<file path="src/rtl/can_rxf_pkg.sv">
package can_rxf_pkg;
  localparam int HDR_EXT = 7;
  localparam int HDR_RTR = 6;
  localparam int LEN_W   = 4;
  localparam int ID_W    = 32;

  // Record length (header + identifier + data bytes) from a header byte.
  function automatic logic [LEN_W-1:0] rec_len(input logic [7:0] hdr);
    logic [LEN_W-1:0] dbytes;
    dbytes = (hdr[3:0] > 4'd8) ? 4'd8 : hdr[3:0];
    if (hdr[HDR_RTR]) dbytes = '0;
    return 4'd1 + (hdr[HDR_EXT] ? 4'd4 : 4'd2) + dbytes;
  endfunction
endpackage

</file>
<file path="src/rtl/can_rxf_ram.sv">
module can_rxf_ram #(
  parameter int DW = 8,
  parameter int AW = 6
) (
  input  logic          clk,
  input  logic          we,
  input  logic [AW-1:0] waddr,
  input  logic [DW-1:0] wdata,
  input  logic [AW-1:0] raddr,
  output logic [DW-1:0] rdata
);
  localparam int WORDS = 1 << AW;
  logic [DW-1:0] mem [WORDS];

  always_ff @(posedge clk) begin
    if (we) mem[waddr] <= wdata;
    rdata <= mem[raddr];
  end
endmodule

</file>
<file path="src/rtl/can_rxf_lenq.sv">
module can_rxf_lenq #(
  parameter int ENTRIES = 21,
  parameter int LW      = 4
) (
  input  logic          clk,
  input  logic          rst,
  input  logic          clear,
  input  logic          push,
  input  logic [LW-1:0] push_len,
  input  logic          pop,
  output logic [LW-1:0] head_len
);
  localparam int IW = (ENTRIES > 1) ? $clog2(ENTRIES) : 1;
  localparam logic [IW-1:0] LAST = IW'(ENTRIES - 1);

  logic [LW-1:0] q [ENTRIES];
  logic [IW-1:0] wr_i, rd_i;

  always_ff @(posedge clk) begin
    if (push) q[wr_i] <= push_len;
  end

  always_ff @(posedge clk) begin
    if (rst || clear) begin
      wr_i <= '0;
      rd_i <= '0;
    end else begin
      if (push) wr_i <= (wr_i == LAST) ? '0 : wr_i + 1'b1;
      if (pop)  rd_i <= (rd_i == LAST) ? '0 : rd_i + 1'b1;
    end
  end

  assign head_len = q[rd_i];
endmodule

</file>
<file path="src/rtl/can_rxf_filter.sv">
module can_rxf_filter #(
  parameter int IDW = 32
) (
  input  logic [IDW-1:0] id_raw,
  input  logic           ext,
  input  logic [IDW-1:0] code,
  input  logic [IDW-1:0] mask,
  output logic           accept
);
  localparam int HALF = IDW / 2;
  logic [IDW-1:0] id_al, diff;

  // Standard frames carry half the identifier bytes, left-aligned here.
  assign id_al = ext ? id_raw : {id_raw[HALF-1:0], {HALF{1'b0}}};
  assign diff  = (id_al ^ code) & ~mask;

  always_comb begin
    if (ext) accept = (diff == '0);
    else     accept = (diff[IDW-1:HALF] == '0);
  end
endmodule

</file>
<file path="src/rtl/can_rx_frame_fifo.sv">
module can_rx_frame_fifo
  import can_rxf_pkg::*;
#(
  parameter int DEPTH  = 64,
  parameter int WIN_AW = 4,
  localparam int AW    = $clog2(DEPTH),
  localparam int MAXF  = DEPTH / 3,
  localparam int CW    = $clog2(MAXF + 1)
) (
  input  logic              clk,
  input  logic              rst,
  input  logic [ID_W-1:0]   acc_code,
  input  logic [ID_W-1:0]   acc_mask,
  input  logic              wr_start,
  input  logic              wr_valid,
  input  logic [7:0]        wr_byte,
  input  logic              wr_end,
  input  logic              wr_crc_ok,
  input  logic [WIN_AW-1:0] rd_addr,
  output logic [7:0]        rd_data,
  input  logic              release_frame,
  input  logic              clear_buf,
  input  logic              clear_ovr,
  input  logic              irq_en,
  output logic [CW-1:0]     frame_cnt,
  output logic              data_avail,
  output logic              overrun,
  output logic              rx_irq
);
  // Incoming frame state
  logic             active, fit_q, ext_q;
  logic [AW-1:0]    sh_ptr;
  logic [LEN_W-1:0] bcnt, flen_q;
  logic [ID_W-1:0]  id_q;

  // Committed state
  logic [AW-1:0]    wr_ptr, rd_ptr;
  logic [AW:0]      used;
  logic             zero_q;

  logic [LEN_W-1:0] hdr_len, head_len;
  logic [AW:0]      free_b;
  logic             is_hdr, fit_now, mem_we, is_id;
  logic             accept, len_ok, commit_ok, ovr_set, rel_ok;
  logic [CW-1:0]    cnt_nx;
  logic [AW-1:0]    raddr;
  logic [7:0]       ram_q;

  always_comb begin
    hdr_len = rec_len(wr_byte);
    free_b  = (AW+1)'(DEPTH) - used;
    is_hdr  = active && wr_valid && (bcnt == '0);
    fit_now = is_hdr ? ((AW+1)'(hdr_len) <= free_b) : fit_q;
    mem_we  = active && wr_valid && !clear_buf && fit_now &&
              (is_hdr || (bcnt < flen_q));
    is_id   = (bcnt != '0) && (bcnt <= (ext_q ? 4'd4 : 4'd2));
    len_ok  = (flen_q != '0) && (bcnt == flen_q);
    commit_ok = active && wr_end && wr_crc_ok && len_ok && accept && fit_q && !clear_buf;
    ovr_set   = active && wr_end && wr_crc_ok && len_ok && accept && !fit_q;
    rel_ok    = release_frame && (frame_cnt != '0) && !clear_buf;
    cnt_nx    = frame_cnt + CW'(commit_ok) - CW'(rel_ok);
    raddr     = rd_ptr + AW'(rd_addr);
  end

  can_rxf_filter #(.IDW(ID_W)) i_filter (
    .id_raw (id_q),
    .ext    (ext_q),
    .code   (acc_code),
    .mask   (acc_mask),
    .accept (accept)
  );

  can_rxf_ram #(.DW(8), .AW(AW)) i_ram (
    .clk   (clk),
    .we    (mem_we),
    .waddr (sh_ptr),
    .wdata (wr_byte),
    .raddr (raddr),
    .rdata (ram_q)
  );

  can_rxf_lenq #(.ENTRIES(MAXF), .LW(LEN_W)) i_lenq (
    .clk      (clk),
    .rst      (rst),
    .clear    (clear_buf),
    .push     (commit_ok),
    .push_len (flen_q),
    .pop      (rel_ok),
    .head_len (head_len)
  );

  // Speculative write side: shadow pointer restarts at the committed one.
  always_ff @(posedge clk) begin
    if (rst || clear_buf) begin
      active <= 1'b0;
      sh_ptr <= '0;
      bcnt   <= '0;
      flen_q <= '0;
      fit_q  <= 1'b0;
      ext_q  <= 1'b0;
      id_q   <= '0;
    end else if (wr_start) begin
      active <= 1'b1;
      sh_ptr <= wr_ptr;
      bcnt   <= '0;
      flen_q <= '0;
      fit_q  <= 1'b0;
      ext_q  <= 1'b0;
      id_q   <= '0;
    end else if (active && wr_valid) begin
      if (bcnt != '1) bcnt <= bcnt + 1'b1;
      if (is_hdr) begin
        flen_q <= hdr_len;
        fit_q  <= fit_now;
        ext_q  <= wr_byte[HDR_EXT];
      end
      if (is_id) id_q <= {id_q[ID_W-9:0], wr_byte};
      if (mem_we) sh_ptr <= sh_ptr + 1'b1;
    end else if (wr_end) begin
      active <= 1'b0;
    end
  end

  // Committed pointers and counts
  always_ff @(posedge clk) begin
    if (rst || clear_buf) begin
      wr_ptr     <= '0;
      rd_ptr     <= '0;
      used       <= '0;
      frame_cnt  <= '0;
      data_avail <= 1'b0;
      rx_irq     <= 1'b0;
      zero_q     <= 1'b1;
    end else begin
      if (commit_ok) wr_ptr <= wr_ptr + AW'(flen_q);
      if (rel_ok)    rd_ptr <= rd_ptr + AW'(head_len);
      used       <= used + (commit_ok ? (AW+1)'(flen_q) : '0)
                         - (rel_ok    ? (AW+1)'(head_len) : '0);
      frame_cnt  <= cnt_nx;
      data_avail <= (cnt_nx != '0);
      rx_irq     <= (cnt_nx != '0) && irq_en;
      zero_q     <= (frame_cnt == '0);
    end
  end

  always_ff @(posedge clk) begin
    if (rst)            overrun <= 1'b0;
    else if (ovr_set)   overrun <= 1'b1;
    else if (clear_ovr) overrun <= 1'b0;
  end

  assign rd_data = zero_q ? 8'h00 : ram_q;
endmodule

</file>
<file path="config.mk">
export PLATFORM = sky130hd
export DESIGN_NAME = can_rx_frame_fifo
export DESIGN_NICKNAME = d
export VERILOG_FILES = /design/src/rtl/can_rxf_pkg.sv /design/src/rtl/can_rxf_ram.sv /design/src/rtl/can_rxf_lenq.sv /design/src/rtl/can_rxf_filter.sv /design/src/rtl/can_rx_frame_fifo.sv
export SDC_FILE = /design/constraint.sdc
export NUM_CORES = 1
export LEC_CHECK = 0
export BUFFER_PORTS_ARGS = -buffer_cell sky130_fd_sc_hd__buf_2
export CORE_MARGIN = 4
export CORE_UTILIZATION = 40
export DETAILED_ROUTE_END_ITERATION = 12
export GPL_ROUTABILITY_DRIVEN = 1
export PLACE_DENSITY_LB_ADDON = 0.1
export SYNTH_ARGS = -nofsm -noshare
export SYNTH_HDL_FRONTEND = slang
export SYNTH_SLANG_ARGS = --single-unit
</file>
<file path="constraint.sdc">
create_clock -name clk -period 5.1 [get_ports clk]
set_input_delay 0.51 -clock clk [delete_from_list [all_inputs] [get_ports clk]]
set_output_delay 0.51 -clock clk [all_outputs]
set_load 0.02 [all_outputs]
</file>
Word-level counts from Yosys, hierarchy flattened:

Memories as Yosys holds them, arrays and structs flattened. A register that Yosys moved wholly into a read port is not among the register bits.
Index checks and enable logic that the tools add are counted.

* $add $sub $neg: 14
* $lt $le $gt $ge: 4
* equality and inequality tests: 5
* mux-type cells: 26
* bitwise gates (word level): 3
* reduce and logical (&&, ||, !) cells: 39

Operators with widths (number)
* $and 32x32->32: 1
* $logic_not 32->1: 1
* $mux 32: 1
* $not 32->32: 1
* $xor 32x32->32: 1
* $mux 5: 4
* $add 6x4->6: 3
* $mux 6: 3
* $logic_and 1x1->1: 17
* $logic_not 16->1: 1
* $mux 4: 4
* $mux 1: 11
* $add 5x1->5 const B: 2
* $eq 5x5->1 const B: 2
* $reduce_and 2->1: 5
* $reduce_bool 5->1: 2
* $mux 8: 1
* $reduce_bool 2->1: 4
* $reduce_bool 4->1: 2
* $add 7x4->7: 1
* $le 4x7->1: 1
* $sub 7x4->7: 1
* $sub 7x7->7 const A: 1
* $add 6x1->6 const B: 1
* other kinds (17): 20

* flip-flop bits (word level): 87
* memory bits (writable): 596
* input bits: 86
* word-level logic and storage cells: 110
* memories: 2

Memories
* i_ram.mem: words 64, width 8, read ports 1, clocked after Yosys merged registers in 1, wr ports 1, RTL line can_rxf_ram.sv:13 `logic [DW-1:0] mem [WORDS];`
* i_lenq.q: words 21, width 4, read ports 1, clocked after Yosys merged registers in 1, wr ports 1, RTL line can_rxf_lenq.sv:16 `logic [LW-1:0] q [ENTRIES];`

Logic depth before layout (Yosys ltp):

Gate-level depths: netlist of the first run.

* word-level depth: 12
* depth in mapped cells: 24
* gate-level depth less buffers: 21

Cells and area by module:

From an unflattened synthesis of the first run, not the netlist that was laid out.

* cell total of the unflattened synthesis: 1780
* area, all modules: 29333.1 µm²

Modules (own cells, without submodules)
* can_rxf_ram: times used 1, cells an instance 940, area each 20166.8 µm², seq. area each 15534.9 µm²
* can_rx_frame_fifo: times used 1, cells an instance 468, area each 4311.6 µm², seq. area each 1541.5 µm²
* can_rxf_lenq: times used 1, cells an instance 264, area each 4050.1 µm², seq. area each 2822.7 µm²
* can_rxf_filter: times used 1, cells an instance 108, area each 804.5 µm², seq. area each 0.0 µm²

Least setup slack after synthesis of the first run:

No wires, ideal clock.

* kind: reg-to-reg
* start point: register flen_q[1]
* end point: register used[6]
* setup time: 70 ps
* arrival time: 4336 ps
* data required time: 5030 ps
* path slack: 694 ps
* cell stages (with the launch flop): 21
* cells stage by stage: dfxtp_1 -> inv_1 -> ha_1 -> nand3_1 -> nor3_1 -> o21ai_0 -> or3_1 -> or3_1 -> buf_2 -> nor2_4 -> nand2_1 -> fa_1 -> inv_1 -> ha_1 -> nor2b_1 -> o21ai_0 -> nand2b_1 -> a21oi_1 -> nor2_1 -> or3_1 -> a21oi_1

* cells in the longest elaborated chain, start to end: 9
* elaborated cells on any way between the ends: 10
* classes of those cells: add/sub (2); eq/ne (1); mux (1); reduce/logical (6)

RTL lines
* from (decl): RTL line can_rx_frame_fifo.sv:33 `logic [LEN_W-1:0] bcnt, flen_q;`
* from (signal assigned): RTL line can_rx_frame_fifo.sv:113 `flen_q <= hdr_len;`
* $eq 4x4->1 / $reduce_bool 4->1 (equally long branches): RTL line can_rx_frame_fifo.sv:57 `len_ok = (flen_q != '0) && (bcnt == flen_q);`
* $logic_and 1x1->1: RTL line can_rx_frame_fifo.sv:57
* $logic_and 1x1->1 (4 in a row): RTL line can_rx_frame_fifo.sv:58 `commit_ok = active && wr_end && wr_crc_ok && len_ok && accept && fit_q && !clear_buf;`
* $mux 4 *: RTL line can_rx_frame_fifo.sv:137 `used <= used + (commit_ok ? (AW+1)'(flen_q) : '0)`
* $add 7x4->7 *: RTL line can_rx_frame_fifo.sv:137
* $sub 7x4->7 *: RTL line can_rx_frame_fifo.sv:138 `- (rel_ok ? (AW+1)'(head_len) : '0);`
* to (signal assigned): RTL line can_rx_frame_fifo.sv:137
* to (decl): RTL line can_rx_frame_fifo.sv:38 `logic [AW:0] used;`

Mark *: on every way between the ends. The rest lies on a longest branch, timed or not.
A chain may end at the register's enable or synchronous reset.

Worst setup path after layout of the first run:

* start point: register ext_q
* end point: register used[6]

* cells in the longest elaborated chain, start to end: 11
* elaborated cells on any way between the ends: 12
* classes of those cells: add/sub (2); mux (3); bitwise (2); reduce/logical (5)

RTL lines
* from (decl): RTL line can_rx_frame_fifo.sv:31 `logic active, fit_q, ext_q;`
* from (signal assigned): RTL line can_rx_frame_fifo.sv:115 `ext_q <= wr_byte[HDR_EXT];`
* $mux 32: RTL line can_rxf_filter.sv:14 `assign id_al = ext ? id_raw : {id_raw[HALF-1:0], {HALF{1'b0}}};`
* $xor 32x32->32: RTL line can_rxf_filter.sv:15 `assign diff = (id_al ^ code) & ~mask;`
* $and 32x32->32: RTL line can_rxf_filter.sv:15
* $logic_not 32->1 / $logic_not 16->1 (equally long branches): RTL line can_rxf_filter.sv:18, can_rxf_filter.sv:19
* $mux 1 *: RTL line can_rxf_filter.sv:18 `if (ext) accept = (diff == '0);`
* $logic_and 1x1->1 * (3 in a row): RTL line can_rx_frame_fifo.sv:58
* $mux 4 *: RTL line can_rx_frame_fifo.sv:137
* $add 7x4->7 *: RTL line can_rx_frame_fifo.sv:137
* $sub 7x4->7 *: RTL line can_rx_frame_fifo.sv:138

Marked as above.

==> results of run 1 <==
## sequential cells by signal (all words and copies together), names as in the netlist, named ones only
name and flops:
i_lenq.rd_i 5, frame_cnt 5, id_q 32, i_lenq.wr_i 5, flen_q 4, rd_ptr 6, i_ram.mem 512, ext_q 1
zero_q 1, data_avail 1, sh_ptr 6, overrun 1, bcnt 4, i_lenq.q 84, wr_ptr 6, rx_irq 1
active 1, fit_q 1, used 7, i_ram.rdata 8
## per-layer routing
metal / GRT usage / up-vias / wire length, µm
met5: 0 / - / 26
met4: 0.03958 / 4 / 1191
met3: 0.03804 / 86 / 3328
met2: 0.2918 / 328 / 33940
met1: 0.2570 / 7948 / 31090
li1: - / 6994 / -
## area by class of cell
cell class	count	area, µm²
clock buffers	89	2014
clock inverters	49	324.1
fillers	6204	38090
inverters	54	202.7
multi-input cells	849	8697
flip-flops and latches	696	19900
well taps	950	1189
repair buffers	200	1311
## where the power goes
| part | total (W) | leakage [nW] | internal [W] | switching [W] |
|---|---|---|---|---|
| clock network | 0.00515 | 1.14 | 0.00294 | 0.00221 |
| logic | 0.00121 | 3.93 | 0.000559 | 0.000648 |
| registers | 0.00623 | 6.00 | 0.00620 | 0.0000256 |
| total | 0.0126 | 11.1 | 0.00970 | 0.00289 |
## cell usage in the layout, fill, tap and decap left out, types with 10 or more instances in the layout
| cell type | synthesis | layout |
|---|---|---|
| o21ai_0 | 28 | 28 |
| clkbuf_16 | 0 | 79 |
| a21o_1 | 10 | 10 |
| dfxtp_1 | 100 | 100 |
| inv_1 | 54 | 54 |
| a211oi_1 | 11 | 11 |
| buf_4 | 1 | 94 |
| buf_2 | 7 | 101 |
| or3_1 | 15 | 14 |
| nor3_1 | 31 | 31 |
| mux4_2 | 184 | 184 |
| and2_1 | 12 | 12 |
| nor2b_1 | 47 | 47 |
| xnor2_1 | 17 | 14 |
| nand3_1 | 13 | 12 |
| nor2_1 | 161 | 161 |
| clkinv_1 | 0 | 21 |
| xor2_1 | 28 | 28 |
| edfxtp_1 | 596 | 596 |
| mux2i_1 | 86 | 85 |
| ha_1 | 48 | 47 |
| a21oi_1 | 39 | 39 |
| nand2_1 | 39 | 39 |
| clkbuf_1 | 47 | 10 |
| clkinv_2 | 0 | 13 |
## stage by stage
stage | power [W] | hold WS [ns] | std cells | cell area (µm²)
floorplan | 0.007140 | 0.4529 | 1670 | 29050
global placement | 0.007577 | 0.4521 | 2749 | 31290
detailed placement | 0.007581 | 0.4610 | 2749 | 31290
CTS | 0.01276 | 0.04428 | 2887 | 33630
global route | 0.01311 | 0.05894 | 2887 | 33640
finish | 0.01259 | 0.08197 | 2887 | 33640
## final timing paths
kind            from       to  slack, ns  cells past startpoint
max            ext_q  used[6]       0.45                     18
min              rst  overrun       0.08                      2
max reg2reg    ext_q  used[6]       0.45                     18
min reg2reg  overrun  overrun       0.47                      2
## cell families after synthesis
kind of cell             share of synthesized area
AO/OA/AOI/OAI                              0.02506
XOR/XNOR                                   0.01357
adder cells (fa/ha/maj)                    0.02687
buffers and inverters                      0.01766
flip-flops                                  0.6849
multiplexers                                0.1723
AND/OR/NAND/NOR                            0.05965
==> impl_metrics.yaml, run 1 <==
detailed_routing:
  viasPerCell: 5.320
  routed_wl_mm: 69.57
  routedWlPerCell_um: 24.10
  route.detailed.drc: 0
  drtIter0Drc: 1182
  antenna_left: 0
  dr.pass1.iters: 6
  num_vias: 15360
pwr:
  peakVddDrop_uv: 348.8
  p_leak_nw: 11.06
  p_per_area_mw_per_mm2: 374.2
synth:
  ys_seq_elements: 696
  yosysUniqueCellTypes: 56
  synth_area_mm2: 0.02905
  postSynthCellCount: 1670
  synth_top_cell_by_area: "edfxtp_1"
  synth_common_cells: "596 x edfxtp_1, 184 x mux4_2, 161 x nor2_1, 100 x dfxtp_1, 86 x mux2i_1"
  synth_nets: 1813
  yosysMostFrequentCell: "edfxtp_1"
  syn_avg_cell_area_um2: 17.40
  yosys.area.top_type_share: 0.6160
  yosysSeqAreaShare: 0.6849
  synthTopCellsByArea: "edfxtp_1 62%, mux4_2 14%, dfxtp_1 6.9%"
  yosysWarnings: 0
  synth_edf_count: 596
  yosys_most_used_dff: "edfxtp_1"
  synthArstFlopShare: 0
timing:
  rsz0062_at_grt: "no"
  worstMarginPinSlew_ns: 1.130
  period_minus_slack_ns: 4.652
  fin_crit_sh: 0.9121
  setup_viol: 0
  fmax_mhz: 215.0
  finClkSkew_ns: 0.03550
  hold_viol: 0
  relSlewSlack: 0.2430
  finalSetupTns_ns: 0
  fin_ws_ns: 0.4483
  slew_violations: 0
floorplan:
  fp.coreArea_mm2: 0.07173
  dieArea_mm2: 0.07701
  die-width_um: 277.5
  rows: 98
  start_util: 0.4050
  ios: 102
  die_height_um: 277.5
worst_setup_path:
  slowest_stage: "or4_1"
  critPathTopFamily: "simple AND/OR/NAND/NOR gates"
  criticalPathCategory: "flop to flop"
  critPathLaunchType: "flop"
  crit_chain: "buf_4 > mux2i_2 > mux2i_1 > o21ai_0 > or4_1 > or3_4 > nor2_4 > nand2_1 > fa_1 > inv_1 > ha_1 > nor2b_1 > o21ai_0 > nand2b_1 > a21oi_1 > nor2_1 > or3_1 > a21oi_1"
  crit_required_ns: 5.62
  max_stage_delay_ns: 0.56
  worst-path-buf-inv: 2
  cp-end-kind: "flop"
  crit_path_max_fanout: 12
  cp.arrival_ns: 5.18
placement:
  dp_slack_ns: 0.2774
  hpwl_mm: 45.05
  portBuffers: 101
  gp_congestion: 0.7754
cts:
  cts_hold_buf: 0
  cts.repair.resized: 0
  clk_pin_slew_ns: 0.06
  cts_max_level: 3
  postCtsSetupRepairBufs: 0
  cts.sinks: 696
  clock_latency_ns: 0.62
  cts_root_buf: "clkbuf_16"
  cts_tree: "built"
  cts.path.max_buffers: 3
  cts_buffers: 77
run_status:
  outcome: "finished clean"
grt:
  grt_pass1_vias: 15921
  gr-total-overflow: 0
  antenna_found_initial: 4
  grt_max_degree: 67
  grt_pass1_wl_mm: 104.8
  grtUsageTotal: 0.1813
cells_and_area:
  nets: 2021
  syn_to_final_growth_pct: 15.78
  n_antenna_cell: 0
  drive_above_1_share: 0.2612
  fin_util: 0.4689
hold_path:
  hp-class: "primary input to flop"
job:
  max-cap-violations: 0
(Power assumes the default switching activity.)
==> run 2: changes to the inputs <==
--- a/config.mk
+++ b/config.mk
@@ -5,10 +5,10 @@
 export SDC_FILE = /design/constraint.sdc
 export NUM_CORES = 1
 export LEC_CHECK = 0
-export BUFFER_PORTS_ARGS = -buffer_cell sky130_fd_sc_hd__buf_2
 export CORE_MARGIN = 4
-export CORE_UTILIZATION = 40
+export CORE_UTILIZATION = 50
 export DETAILED_ROUTE_END_ITERATION = 12
+export DONT_BUFFER_PORTS = 1
 export GPL_ROUTABILITY_DRIVEN = 1
 export PLACE_DENSITY_LB_ADDON = 0.1
 export SYNTH_ARGS = -nofsm -noshare
==> impl_metrics.yaml, run 2 (same netlist as run 1, synthesis figures left out) <==
grt:
  grt_pass1_wl_mm: 100.6
  gr-total-overflow: 0
  grt_pass1_vias: 15561
  grtUsageTotal: 0.2165
  grt_max_degree: 89
  antenna_found_initial: 4
worst_setup_path:
  worst-path-buf-inv: 2
  slowest_stage: "or3_1"
  ff2ff_setup_slack_ns: 0.47
  cp-end-kind: "flop"
  crit_required_ns: 5.62
  criticalPathCategory: "flop to flop"
  crit_path_max_fanout: 8
  cp.arrival_ns: 5.15
  max_stage_delay_ns: 0.54
  crit_chain: "buf_4 > mux2i_1 > xor2_1 > o22ai_1 > or4_1 > or3_1 > nor2_4 > nand2_1 > fa_1 > inv_1 > ha_1 > nor2b_1 > o21ai_0 > nand2b_1 > a21oi_1 > nor2_1 > or3_1 > a21oi_1"
  critPathTopFamily: "simple AND/OR/NAND/NOR gates"
  crit_path_start: "ext_q"
  r2r-start: "ext_q"
  critPathLaunchType: "flop"
timing:
  period_minus_slack_ns: 4.629
  whs_ns: 0.05394
  relSlewSlack: 0.2768
  finalSetupTns_ns: 0
  worstMarginPinSlew_ns: 1.084
  rsz0062_at_grt: "no"
  setup_viol: 0
  fin_crit_sh: 0.9077
  finClkSkew_ns: 0.01861
  fmax_mhz: 216.0
  hold_viol: 0
  slew_violations: 0
cells_and_area:
  drive_above_1_share: 0.2047
  syn_to_final_growth_pct: 13.05
  num-fill-cells: 4413
  largest_register_ffs: 512
  nets: 1896
  final_common_cell: "edfxtp_1"
  final_cell_mix: "596 x edfxtp_1, 184 x mux4_2, 161 x nor2_1"
  reg.largest.list: "i_ram.mem x512, i_lenq.q x84, id_q x32"
  top_register: "i_ram.mem"
  fin_area_mm2: 0.03284
floorplan:
  dieArea_mm2: 0.06203
  ios: 102
  start_util: 0.5045
  die-width_um: 249.1
  rows: 88
  fp.coreArea_mm2: 0.05759
  die_height_um: 249.1
detailed_routing:
  drtIter0Drc: 1321
  dr.pass1.iters: 5
  num_vias: 15043
  antenna_left: 0
  viasPerCell: 5.833
  route.detailed.drc: 0
  routedWlPerCell_um: 25.78
  routed_wl_mm: 66.49
cts:
  cts.path.max_buffers: 3
  cts_buffers: 74
  cts_root_buf: "clkbuf_16"
  postCtsSetupRepairBufs: 0
  clock_latency_ns: 0.61
  cts_tree: "built"
  cts_max_level: 3
  cts.sinks: 696
  clk_pin_slew_ns: 0.06
pwr:
  comb_power_share: 0.092
  power_frac_clock: 0.411
  power_switching_w: 0.002826
  peakVddDrop_uv: 296.3
  p_seq_frac: 0.498
  internal_power_w: 0.009705
  sw_frac_of_total: 0.2255
  p_leak_nw: 10.56
  p_per_area_mw_per_mm2: 381.5
placement:
  portBuffers: 0
  hpwl_mm: 39.95
  gp_congestion: 0.7881
  placed_area_mm2: 0.03024
hold_path:
  hp-class: "primary input to flop"
  min-delay-start: "wr_byte[7]"
job:
  max-cap-violations: 0
run_status:
  outcome: "finished clean"
run 2: cell types whose count changed in the layout (fill, tap and decap cells not counted), sizes merged:
cell / change
dlygate4sd3: +10
clkinvlp: -3
bufinv: +2
buf: -132
inv: +2
diode: +2
clkinv: -12
clkbuf: +8
run 2: cell type report:
class,count,area (µm²),area share
clock buffer,97,1983,0.06038
sequential,696,19900,0.6059
clock inverter,38,315.3,0.009600
inverter,54,202.7,0.006171
tap,765,957.2,0.02914
antenna,2,5.005,0.0001524
timing repair buffer,78,792.0,0.02411
multi-input combinational,849,8688,0.2645
run 2: worst paths after layout:
kind                       to  depth (start not counted)
max                   used[6]                         18
min          i_ram.mem[52][7]                          0
max reg2reg           used[6]                         18
min reg2reg          id_q[30]                          2
run 2: power groups by stage:
stage | Clock (W) | Combinational, W | Sequential [W]
floorplan | 0 | 0.000791 | 0.00635
global placement | 0 | 0.00106 | 0.00635
detailed placement | 0 | 0.00107 | 0.00636
CTS | 0.00525 | 0.00117 | 0.00623
global route | 0.00552 | 0.00125 | 0.00624
finish | 0.00515 | 0.00115 | 0.00623
run 2: routing by layer:
metal / global-route usage / share of wire
met2: 0.3462 / 0.48
met1: 0.3047 / 0.42
met4: 0.07045 / 0.029
met3: 0.04281 / 0.064
met5: 0 / 0.00041
run 2: timing repair:
action | CTS | global route
resized for setup | 0 | 2
hold endpoints to repair | 367 | 0
hold buffers | 19 | 0
endpoints found under the setup margin | 0 | 1
run 2: metrics by stage:
| stage | power, W | std cells | util | setup WS (ns) |
|---|---|---|---|---|
| after floorplan | 0.007140 | 1670 | - | 0.6936 |
| after global placement | 0.007416 | 2423 | 0.5251 | 0.4305 |
| after detailed placement | 0.007423 | 2423 | 0.5251 | 0.3299 |
| after CTS | 0.01266 | 2577 | 0.5702 | 0.3043 |
| after global routing | 0.01300 | 2577 | 0.5703 | 0.1385 |
| final | 0.01253 | 2579 | 0.5704 | 0.4708 |
